File: config.mk
export PLATFORM = sky130hd
export DESIGN_NAME = adc_start_ctrl
export DESIGN_NICKNAME = d
export VERILOG_FILES = /design/src/rtl/adc_hs_pkg.sv /design/src/rtl/adc_hs_sync.sv /design/src/rtl/adc_hs_cnt.sv /design/src/rtl/adc_start_ctrl.sv
export SDC_FILE = /design/constraint.sdc
export NUM_CORES = 1
export LEC_CHECK = 0
export ABC_AREA = 1
export BUFFER_PORTS_ARGS = -buffer_cell sky130_fd_sc_hd__buf_2
export CORE_ASPECT_RATIO = 0.7
export CORE_MARGIN = 1.5
export CORE_UTILIZATION = 57
export DETAILED_ROUTE_END_ITERATION = 12
export GPL_TIMING_DRIVEN = 0
export PLACE_DENSITY = 0.79
export SYNTH_ARGS = -nofsm -noshare
export SYNTH_HDL_FRONTEND = slang
export SYNTH_HIERARCHICAL = 1
export SYNTH_SLANG_ARGS = --single-unit
File: constraint.sdc
create_clock -name clk -period 3.5 [get_ports clk]
set_input_delay 0 -clock clk [delete_from_list [all_inputs] [get_ports clk]]
set_output_delay 0 -clock clk [all_outputs]
set_load 0.01 [all_outputs]
File: src/rtl/adc_hs_pkg.sv
package adc_hs_pkg;

   typedef enum logic [2:0] {
      ST_IDLE,
      ST_SETUP,
      ST_WRLO,
      ST_RISE,
      ST_SETTLE,
      ST_CONV,
      ST_HOLD
   } hs_state_e;

   function automatic int ns_to_cyc(input int ns, input int clk_ps);
      return (ns * 1000 + clk_ps - 1) / clk_ps;
   endfunction

endpackage

File: src/rtl/adc_hs_sync.sv
module adc_hs_sync #(
   parameter int STAGES = 2,
   parameter int W      = 2
) (
   input  logic         clk,
   input  logic         rst_n,
   input  logic [W-1:0] d_i,
   output logic [W-1:0] q_o
);
   generate
      if (STAGES == 0) begin : g_bypass
         assign q_o = d_i;
      end else begin : g_chain
         logic [W-1:0] pipe [STAGES];
         always_ff @(posedge clk or negedge rst_n) begin
            if (!rst_n) begin
               for (int i = 0; i < STAGES; i++) pipe[i] <= '0;
            end else begin
               pipe[0] <= d_i;
               for (int i = 1; i < STAGES; i++) pipe[i] <= pipe[i-1];
            end
         end
         assign q_o = pipe[STAGES-1];
      end
   endgenerate
endmodule

File: src/rtl/adc_hs_cnt.sv
module adc_hs_cnt #(
   parameter int W = 8
) (
   input  logic         clk,
   input  logic         rst_n,
   input  logic         clr_i,
   input  logic [W-1:0] last_i,
   output logic         hit_o
);
   logic [W-1:0] cnt;

   always_ff @(posedge clk or negedge rst_n) begin
      if (!rst_n)     cnt <= '0;
      else if (clr_i) cnt <= '0;
      else            cnt <= cnt + 1'b1;
   end

   assign hit_o = (cnt == last_i);
endmodule

File: src/rtl/adc_start_ctrl.sv
module adc_start_ctrl
   import adc_hs_pkg::*;
#(
   parameter int CHAN_W        = 3,
   parameter int CLK_PS        = 8000,
   parameter int WR_MIN_NS     = 80,
   parameter int RISE_MAX_NS   = 150,
   parameter int SETTLE_MAX_NS = 15000,
   parameter int CONV_MAX_NS   = 20000,
   parameter int DATA_NS       = 50,
   parameter int MARGIN_CYC    = 4,
   parameter int SYNC_STAGES   = 2
) (
   input  logic              clk,
   input  logic              rst_n,
   input  logic              start_i,
   input  logic [CHAN_W-1:0] chan_i,
   input  logic              latch_sel_i,
   input  logic              rd_hold_low_i,
   input  logic              settle_busy_i,
   input  logic              conv_busy_i,
   output logic [CHAN_W-1:0] mux_addr_o,
   output logic              addr_load_o,
   output logic              wr_n_o,
   output logic              rd_n_o,
   output logic              busy_o,
   output logic              done_o,
   output logic              timeout_o
);
   localparam int WR_CYC    = ns_to_cyc(WR_MIN_NS, CLK_PS);
   localparam int RISE_TO   = ns_to_cyc(RISE_MAX_NS, CLK_PS) + MARGIN_CYC;
   localparam int SETTLE_TO = ns_to_cyc(SETTLE_MAX_NS, CLK_PS) + MARGIN_CYC;
   localparam int CONV_TO   = ns_to_cyc(CONV_MAX_NS, CLK_PS) + MARGIN_CYC;
   localparam int DATA_CYC  = ns_to_cyc(DATA_NS, CLK_PS);
   localparam int MAX_A     = (WR_CYC > RISE_TO) ? WR_CYC : RISE_TO;
   localparam int MAX_B     = (SETTLE_TO > CONV_TO) ? SETTLE_TO : CONV_TO;
   localparam int MAX_AB    = (MAX_A > MAX_B) ? MAX_A : MAX_B;
   localparam int MAX_CYC   = (MAX_AB > DATA_CYC) ? MAX_AB : DATA_CYC;
   localparam int CNT_W     = $clog2(MAX_CYC + 1);

   generate
      if (CHAN_W < 1) begin : g_bad_chan
         $error("CHAN_W must be at least 1");
      end
      if (CLK_PS < 1) begin : g_bad_clk
         $error("CLK_PS must be positive");
      end
      if (WR_CYC < 1 || DATA_CYC < 1) begin : g_bad_min
         $error("write width and data hold-off must round to at least one cycle");
      end
      if (SYNC_STAGES < 0 || SYNC_STAGES > 4) begin : g_bad_sync
         $error("SYNC_STAGES must lie in 0..4");
      end
   endgenerate

   logic [1:0] lines_s;
   logic       stl_s, sts_s;

   adc_hs_sync #(.STAGES(SYNC_STAGES), .W(2)) u_sync (
      .clk   (clk),
      .rst_n (rst_n),
      .d_i   ({settle_busy_i, conv_busy_i}),
      .q_o   (lines_s)
   );
   assign stl_s = lines_s[1];
   assign sts_s = lines_s[0];

   hs_state_e          state, nxt;
   logic               hit, fin_done, fin_err;
   logic [CNT_W-1:0]   last_cnt;
   logic               stl_seen, sts_seen;
   logic [CHAN_W-1:0]  addr_q;
   logic               mode_q, rd_q, wr_n_q, done_q, err_q;

   adc_hs_cnt #(.W(CNT_W)) u_cnt (
      .clk    (clk),
      .rst_n  (rst_n),
      .clr_i  (nxt != state),
      .last_i (last_cnt),
      .hit_o  (hit)
   );

   always_comb begin
      case (state)
         ST_WRLO:   last_cnt = CNT_W'(WR_CYC - 1);
         ST_RISE:   last_cnt = CNT_W'(RISE_TO - 1);
         ST_SETTLE: last_cnt = CNT_W'(SETTLE_TO - 1);
         ST_CONV:   last_cnt = CNT_W'(CONV_TO - 1);
         ST_HOLD:   last_cnt = CNT_W'(DATA_CYC - 1);
         default:   last_cnt = '0;
      endcase
   end

   always_comb begin
      nxt      = state;
      fin_done = 1'b0;
      fin_err  = 1'b0;
      case (state)
         ST_IDLE:  if (start_i && !stl_s && !sts_s) nxt = ST_SETUP;
         ST_SETUP: nxt = ST_WRLO;
         ST_WRLO:  if (hit) nxt = ST_RISE;
         ST_RISE: begin
            if (mode_q ? (stl_seen || stl_s) : (sts_seen || sts_s))
               nxt = mode_q ? ST_SETTLE : ST_CONV;
            else if (hit) begin
               nxt     = ST_IDLE;
               fin_err = 1'b1;
            end
         end
         ST_SETTLE: begin
            if (!stl_s) nxt = ST_CONV;
            else if (hit) begin
               nxt     = ST_IDLE;
               fin_err = 1'b1;
            end
         end
         ST_CONV: begin
            if (sts_seen && !sts_s) nxt = ST_HOLD;
            else if (hit) begin
               nxt     = ST_IDLE;
               fin_err = 1'b1;
            end
         end
         ST_HOLD: if (hit) begin
            nxt      = ST_IDLE;
            fin_done = 1'b1;
         end
         default: nxt = ST_IDLE;
      endcase
   end

   always_ff @(posedge clk or negedge rst_n) begin
      if (!rst_n) begin
         state    <= ST_IDLE;
         addr_q   <= '0;
         mode_q   <= 1'b0;
         rd_q     <= 1'b0;
         wr_n_q   <= 1'b1;
         done_q   <= 1'b0;
         err_q    <= 1'b0;
         stl_seen <= 1'b0;
         sts_seen <= 1'b0;
      end else begin
         state  <= nxt;
         wr_n_q <= (nxt != ST_WRLO);
         done_q <= fin_done;
         err_q  <= fin_err;
         if (state == ST_IDLE && nxt == ST_SETUP) begin
            addr_q <= chan_i;
            mode_q <= latch_sel_i;
            rd_q   <= rd_hold_low_i;
         end
         if (state == ST_SETUP) begin
            stl_seen <= 1'b0;
            sts_seen <= 1'b0;
         end else if (state != ST_IDLE) begin
            stl_seen <= stl_seen | stl_s;
            sts_seen <= sts_seen | sts_s;
         end
      end
   end

   assign mux_addr_o  = addr_q;
   assign addr_load_o = mode_q;
   assign wr_n_o      = wr_n_q;
   assign rd_n_o      = ~rd_q;
   assign busy_o      = (state != ST_IDLE);
   assign done_o      = done_q;
   assign timeout_o   = err_q;

   assert_wr_inside_busy_R2: assert property (@(posedge clk) disable iff (!rst_n)
      !wr_n_o |-> busy_o);
   assert_wr_falls_after_accept_R2: assert property (@(posedge clk) disable iff (!rst_n)
      $fell(wr_n_o) |-> $past(busy_o));
   assert_addr_steady_R4: assert property (@(posedge clk) disable iff (!rst_n)
      (busy_o && $past(busy_o)) |-> ($stable(mux_addr_o) && $stable(addr_load_o)));
   assert_rd_steady_R8: assert property (@(posedge clk) disable iff (!rst_n)
      (busy_o && $past(busy_o)) |-> $stable(rd_n_o));
   assert_done_single_R7: assert property (@(posedge clk) disable iff (!rst_n)
      done_o |=> !done_o);
   assert_done_ends_busy_R7: assert property (@(posedge clk) disable iff (!rst_n)
      $rose(done_o) |-> (!busy_o && !timeout_o));
   assert_timeout_single_R11: assert property (@(posedge clk) disable iff (!rst_n)
      timeout_o |=> !timeout_o);
   assert_timeout_ends_busy_R11: assert property (@(posedge clk) disable iff (!rst_n)
      $rose(timeout_o) |-> (!busy_o && wr_n_o));
endmodule

After elaboration in Yosys (flattened, before gate mapping) --
Index checks and enable logic that the tools add are counted. W data, S select, Z words.
Word-level totals: register bits 29
Cells by class: multiplexer cells 21, reductions and logical operators 11, bitwise logic cells 3, add/sub/neg operators 1, equality and inequality tests 10
Operators by type and width (count):
- $pmux W12 S5 | 1
- $pmux W3 S7 | 1
- $mux W3 | 6
- $add A12 B1 Y12 const B | 1
- $eq A12 B12 Y1 | 1
- $mux W12 | 1
- $mux W1 | 11
- $eq A3 B3 Y1 const B | 3
- $eq A3 B1 Y1 const B | 2
- $eq A3 B2 Y1 const B | 2
- $logic_and A1 B1 Y1 | 4
- $logic_not A3 Y1 | 1
- $ne A3 B2 Y1 const B | 1
- $ne A3 B3 Y1 | 1
- $pmux W1 S3 | 1
- $reduce_bool A3 Y1 | 1
- $logic_not A1 Y1 | 2
- $logic_or A1 B1 Y1 | 2
- $or A1 B1 Y1 | 2
- $reduce_bool A2 Y1 | 1
- $not A1 Y1 | 1

Depth between registers and ports, before layout --
depth after elaboration 8, depth in mapped cells 24, gate-level depth less buffers 23

Modules after synthesis --
Netlist, hierarchy kept.
Modules (own cells, without submodules):
- adc_start_ctrl | area each 778.2 µm², seq. area each 326.6 µm², cells each 108, times used 1
- adc_hs_cnt | area each 777.0 µm², seq. area each 300.3 µm², cells each 119, times used 1
- adc_hs_sync | area each 115.1 µm², seq. area each 100.1 µm², cells each 6, times used 1

Worst setup path after synthesis --
Ideal clock, no wire load.
path type register -> register, start register state[1], end register u_cnt.cnt[8], setup slack 974 ps, setup time 121 ps, arrival time 2405 ps, cell stages (with the launch flop) 23, path through dfrtp_1 buf_4 inv_2 nand2_1 nor2_1 inv_1 nand2_1 nand2_1 nand2_1 nand2_1 nor2_1 nand2_1 nor2_1 inv_1 nand2_1 nand2_1 nand2_1 nand3_1 o21a_1 nand2_1 inv_1 o21ai_0 nor2_1
On the way: cells in the longest elaborated chain, start to end 8
RTL lines:
- start: declaration | RTL line adc_start_ctrl.sv:68 | hs_state_e state, nxt;
- start signal: assignment | RTL line adc_start_ctrl.sv:144 | state <= nxt;
- $eq A3 B3 Y1 / $eq A3 B2 Y1 (equally long branches) | RTL line adc_start_ctrl.sv:84 | case (state)
- $pmux W12 S5 * | RTL line adc_start_ctrl.sv:84
- net last_cnt[10] | RTL line adc_start_ctrl.sv:70 | logic [CNT_W-1:0] last_cnt;
- $eq A12 B12 Y1 * | RTL line adc_hs_cnt.sv:18 | assign hit_o = (cnt == last_i);
- net hit | RTL line adc_start_ctrl.sv:69 | logic hit, fin_done, fin_err;
- $mux W3
- $mux W3, on equally long branches | RTL line adc_start_ctrl.sv:118, adc_start_ctrl.sv:103, adc_start_ctrl.sv:111
- $pmux W3 S7 * | RTL line adc_start_ctrl.sv:98 | case (state)
- $ne A3 B3 Y1 * | RTL line adc_start_ctrl.sv:78 | .clr_i (nxt != state),
- $mux W12 * | RTL line adc_hs_cnt.sv:14 | else if (clr_i) cnt <= '0;
- end signal: assignment | RTL line adc_hs_cnt.sv:15 | else cnt <= cnt + 1'b1;
- end: declaration | RTL line adc_hs_cnt.sv:10 | logic [W-1:0] cnt;
The timed path passes the listed nets; every way through them passes the cells marked *. A chain may end at the register's enable or synchronous reset.

Final worst setup path --
start register state[1], end register u_cnt.cnt[3]
Same word-level chain as after synthesis.

==> metrics.txt <==
# TYPE chip_impl_metric gauge
chip_impl_info{name="run_status",value="finished, final reports clean"} 1
chip_impl_info{name="timing.hold.worst.start",value="start_i"} 1
chip_impl_metric{name="final_net_count",unit=""} 278
chip_impl_metric{name="cp.required",unit="ps"} 3650
chip_impl_metric{name="timing.clock.skew",unit="ps"} 8.40
chip_impl_metric{name="final_core_utilization",unit="%"} 71.2
chip_impl_metric{name="worstPathArrival",unit="ps"} 3230
chip_impl_metric{name="peakVddDrop",unit="mV"} 0.473
chip_impl_metric{name="worst_path_largest_cell_delay",unit="ps"} 360
chip_impl_metric{name="start_util",unit="%"} 60.0
chip_impl_metric{name="leakagePower",unit="nW"} 1.06
chip_impl_metric{name="worstMarginPinSlew",unit="ps"} 621
chip_impl_metric{name="via_count_of_the_first_global_routing_pass",unit=""} 1215
chip_impl_info{name="reg2reg_from",value="state[1]"} 1
chip_impl_info{name="setup.worst_path.end_class",value="flip-flop"} 1
chip_impl_metric{name="first_pass_iters",unit=""} 4
chip_impl_metric{name="gp_routability_congestion",unit=""} 0.914
chip_impl_metric{name="yosysWarnings",unit=""} 6
chip_impl_metric{name="syn_area",unit="mm2"} 0.00167
chip_impl_info{name="ys.flop_type",value="dfrtp_1"} 1
chip_impl_metric{name="diodes",unit=""} 0
chip_impl_metric{name="cts.sink_count",unit=""} 29
chip_impl_metric{name="dr_total_vias",unit=""} 1507
chip_impl_metric{name="number_of_enable_type_register_cells_in_the_synthesized_netlist",unit=""} 0
chip_impl_metric{name="h-tree-depth",unit=""} 2
chip_impl_info{name="crit_path_start",value="state[1]"} 1
chip_impl_metric{name="fmaxAchievable",unit="MHz"} 325
chip_impl_metric{name="netlist.area_leader.share",unit="%"} 41.9
chip_impl_metric{name="core",unit="mm2"} 0.00278
chip_impl_metric{name="cts.reportedPaths.clkPinSlew",unit="ps"} 60
chip_impl_metric{name="report.final.setup_viol",unit=""} 0
chip_impl_metric{name="placedInstanceArea",unit="mm2"} 0.00181
chip_impl_info{name="yosysTopAreaCell",value="dfrtp_1"} 1
chip_impl_metric{name="synthDistinctLibCells",unit=""} 26
chip_impl_metric{name="detail_route.drc_violations",unit=""} 0
chip_impl_metric{name="gr-usage-all-layers",unit="%"} 23.6
chip_impl_metric{name="dr_vias_cell",unit=""} 4.96
chip_impl_metric{name="postSynthAreaPerCell",unit="um2"} 7.17
chip_impl_metric{name="ff2ff_setup_slack",unit="ps"} 420
chip_impl_metric{name="wl_per_cell",unit="um"} 11.5
chip_impl_metric{name="power-per-cell-area",unit="mW/mm2"} 696
chip_impl_metric{name="drive_above_1_share",unit="%"} 17.9
chip_impl_info{name="list_of_cells_traversed_by_the_critical_path",value="buf_4 > inv_2 > nand2_1 > nor2_1 > inv_1 > nand2_1 > nand2_1 > nand2_1 > nand2_1 > nor2_1 > nand2_1 > nor2_2 > inv_1 > nand2_1 > nand2_1 > nand2_1 > nand3_1 > o21a_1 > nand2_1 > inv_1 > o21ai_0 > a21oi_1"} 1
chip_impl_metric{name="timing.reg2reg.worst_path_depth",unit=""} 22
chip_impl_metric{name="dieHeight",unit="um"} 48.3
chip_impl_metric{name="wire_length_after_detailed_routing",unit="um"} 3480
chip_impl_metric{name="dieWidth",unit="um"} 67.7
chip_impl_metric{name="drtAntennaViolNets",unit=""} 0
chip_impl_info{name="worst_hold_path_type",value="in -> reg"} 1
chip_impl_metric{name="final_cell_count_without_fillers",unit=""} 304
chip_impl_metric{name="worst_hold_path_depth",unit=""} 5
chip_impl_info{name="startpoint_kind_of_the_worst_setup_timing_path",value="flip-flop"} 1
chip_impl_metric{name="hpwlAfterDp",unit="um"} 2520
chip_impl_info{name="min_to",value="mux_addr_o[0]"} 1
chip_impl_info{name="netlist_top_cells_area",value="dfrtp_1 42%, nand2_1 15%, nor2_1 8.5%"} 1
chip_impl_metric{name="finalWorstPathRequiredPeriod",unit="ps"} 3080
chip_impl_metric{name="critPathMaxFanout",unit=""} 9
chip_impl_info{name="crit_top_cell",value="nand2_1"} 1
chip_impl_metric{name="grt_max_degree",unit=""} 30
chip_impl_metric{name="row_count",unit=""} 16
chip_impl_metric{name="area_growth",unit="%"} 18.7
chip_impl_info{name="timing.critical_path.slowest_stage_cell",value="dfrtp_1"} 1
chip_impl_info{name="rsz_0062_raised_after_global_routing",value="no"} 1
chip_impl_metric{name="clk_latency",unit="ps"} 280
chip_impl_info{name="regToRegEndpoint",value="u_cnt/cnt[3]"} 1
chip_impl_metric{name="maxSlewViolCount",unit=""} 0
chip_impl_metric{name="synth_sequential_area_ratio",unit="%"} 43.5
chip_impl_metric{name="antenna_found_initial",unit=""} 0
chip_impl_metric{name="async_reset_ff_share",unit="%"} 100
chip_impl_metric{name="power",unit="mW"} 1.38
chip_impl_info{name="most_frequent_cell_after_synthesis",value="nand2_1"} 1
chip_impl_metric{name="final_cell_area",unit="mm2"} 0.00198
chip_impl_metric{name="cap_viol_max_count",unit=""} 0
chip_impl_metric{name="die_area",unit="mm2"} 0.00327
chip_impl_metric{name="setup-tns-final",unit="ps"} 0
chip_impl_metric{name="port_buffers",unit=""} 18
chip_impl_metric{name="detail_route.iter0.violations",unit=""} 122
chip_impl_metric{name="global_route_wire_length_before_repair",unit="um"} 5380
chip_impl_metric{name="synthCells",unit=""} 233
chip_impl_metric{name="cts_buffers",unit=""} 5
chip_impl_metric{name="ys_seq_elements",unit=""} 29
chip_impl_metric{name="final.period_utilization",unit="%"} 87.9
chip_impl_metric{name="total_gr_overflow",unit=""} 0
chip_impl_metric{name="timing_hold_violations_final",unit=""} 0
chip_impl_info{name="clock_tree_from_tritoncts",value="yes"} 1
chip_impl_metric{name="placed_cells_incl_taps",unit=""} 288
chip_impl_info{name="cts-root-buf",value="clkbuf_8"} 1
chip_impl_metric{name="timing.max_slew.rel_slack",unit="%"} 58.6
chip_impl_info{name="critPathKind",value="reg -> reg"} 1
chip_impl_metric{name="longest_clk_path_bufs",unit=""} 2
chip_impl_info{name="synth.top_cells.by_count",value="65 x nand2_1, 38 x nor2_1, 32 x inv_1, 28 x dfrtp_1, 15 x nand3_1"} 1
chip_impl_metric{name="pin_count",unit=""} 19
cell families after synthesis:
group | synth area share, %
AO/OA/AOI/OAI | 6.44
other | 0.225
adder cells (fa/ha/maj) | 0.749
AND/OR/NAND/NOR | 36.1
XOR/XNOR | 2.62
buffers and inverters | 10.3
flip-flops | 43.5
critical path: cells and delay by family, from the launching register on:
kind | cells | cell delay [ps]
AO/OA/AOI/OAI | 3 | 360
flip-flops | 1 | 360
AND/OR/NAND/NOR | 14 | 1540
buffers and inverters | 5 | 670
cell type report:
cell class                      count  area [um2]
Fill cell                         237         801
Clock buffer                        8        90.1
Multi-Input combinational cell    164         777
Sequential cell                    29         727
Tap cell                           36        45.0
Timing Repair Buffer               26         170
Buffer                              4        33.8
Inverter                           37         139
cells in the final DEF, fill, tap and decap left out, drive strengths merged:
master       netlist  routed
dfrtp             28      28
clkbuf             0       8
nand2             69      69
nor2              41      41
o211ai             1       1
buf                4      22
nand3             19      19
o21a               2       2
a21oi              9       9
dlygate4sd3        0       8
inv               37      37
conb               1       2
dfstp              1       1
nor3               6       6
nand4              2       2
o21ai              6       6
ha                 1       1
a31oi              1       1
xnor2              1       1
xor2               4       4
registers in the layout, summed over array words and instances, names as in the netlist:
name                 cells
u_sync/q_o               2
done_o                   1
addr_load_o              1
state                    3
sts_seen                 1
wr_n_o                   1
rd_q                     1
stl_seen                 1
u_cnt/cnt               12
u_sync/g_chain.pipe      2
timeout_o                1
mux_addr_o               3
how the worst max path moves through the flow:
stage | to | slack [ps] | cells after the start
floorplan | u_cnt/cnt[8] | 970 | 22
global placement | u_cnt/cnt[3] | 420 | 22
detailed placement | u_cnt/cnt[3] | 400 | 22
CTS | u_cnt/cnt[3] | 350 | 22
global route | u_cnt/cnt[3] | 100 | 22
finish | u_cnt/cnt[3] | 420 | 22
what timing repair did:
action | in CTS | in global routing
setup endpoints to repair | 0 | 5
buffers inserted | 0 | 0
hold buffers | 8 | 0
gates resized for setup | 0 | 1
hold endpoints to repair | 35 | 0
metal layers:
| layer | GRT usage (%) | part of all wire, % |
|---|---|---|
| met1 | 34.2 | 49 |
| met2 | 31.2 | 39 |
| met3 | 7.85 | 8.9 |
| met4 | 12.7 | 2.8 |
| met5 | 0 | 0 |
stage by stage:
step                      hold WS, ps  worst slack (ps)
after global routing              138               103
final                             125               423
after detailed placement         57.2               398
after floorplan                  -296               974
after global placement           53.7               416
after CTS                         108               353
power by group:
group / switching [mW] / internal [mW] / leakage, nW / total [mW]
clock network: 0.118 / 0.160 / 0.0455 / 0.278
registers: 0.0607 / 0.421 / 0.370 / 0.482
logic: 0.401 / 0.219 / 0.644 / 0.620
total: 0.580 / 0.800 / 1.06 / 1.38
No activity file was read; power rests on OpenSTA's default activity.
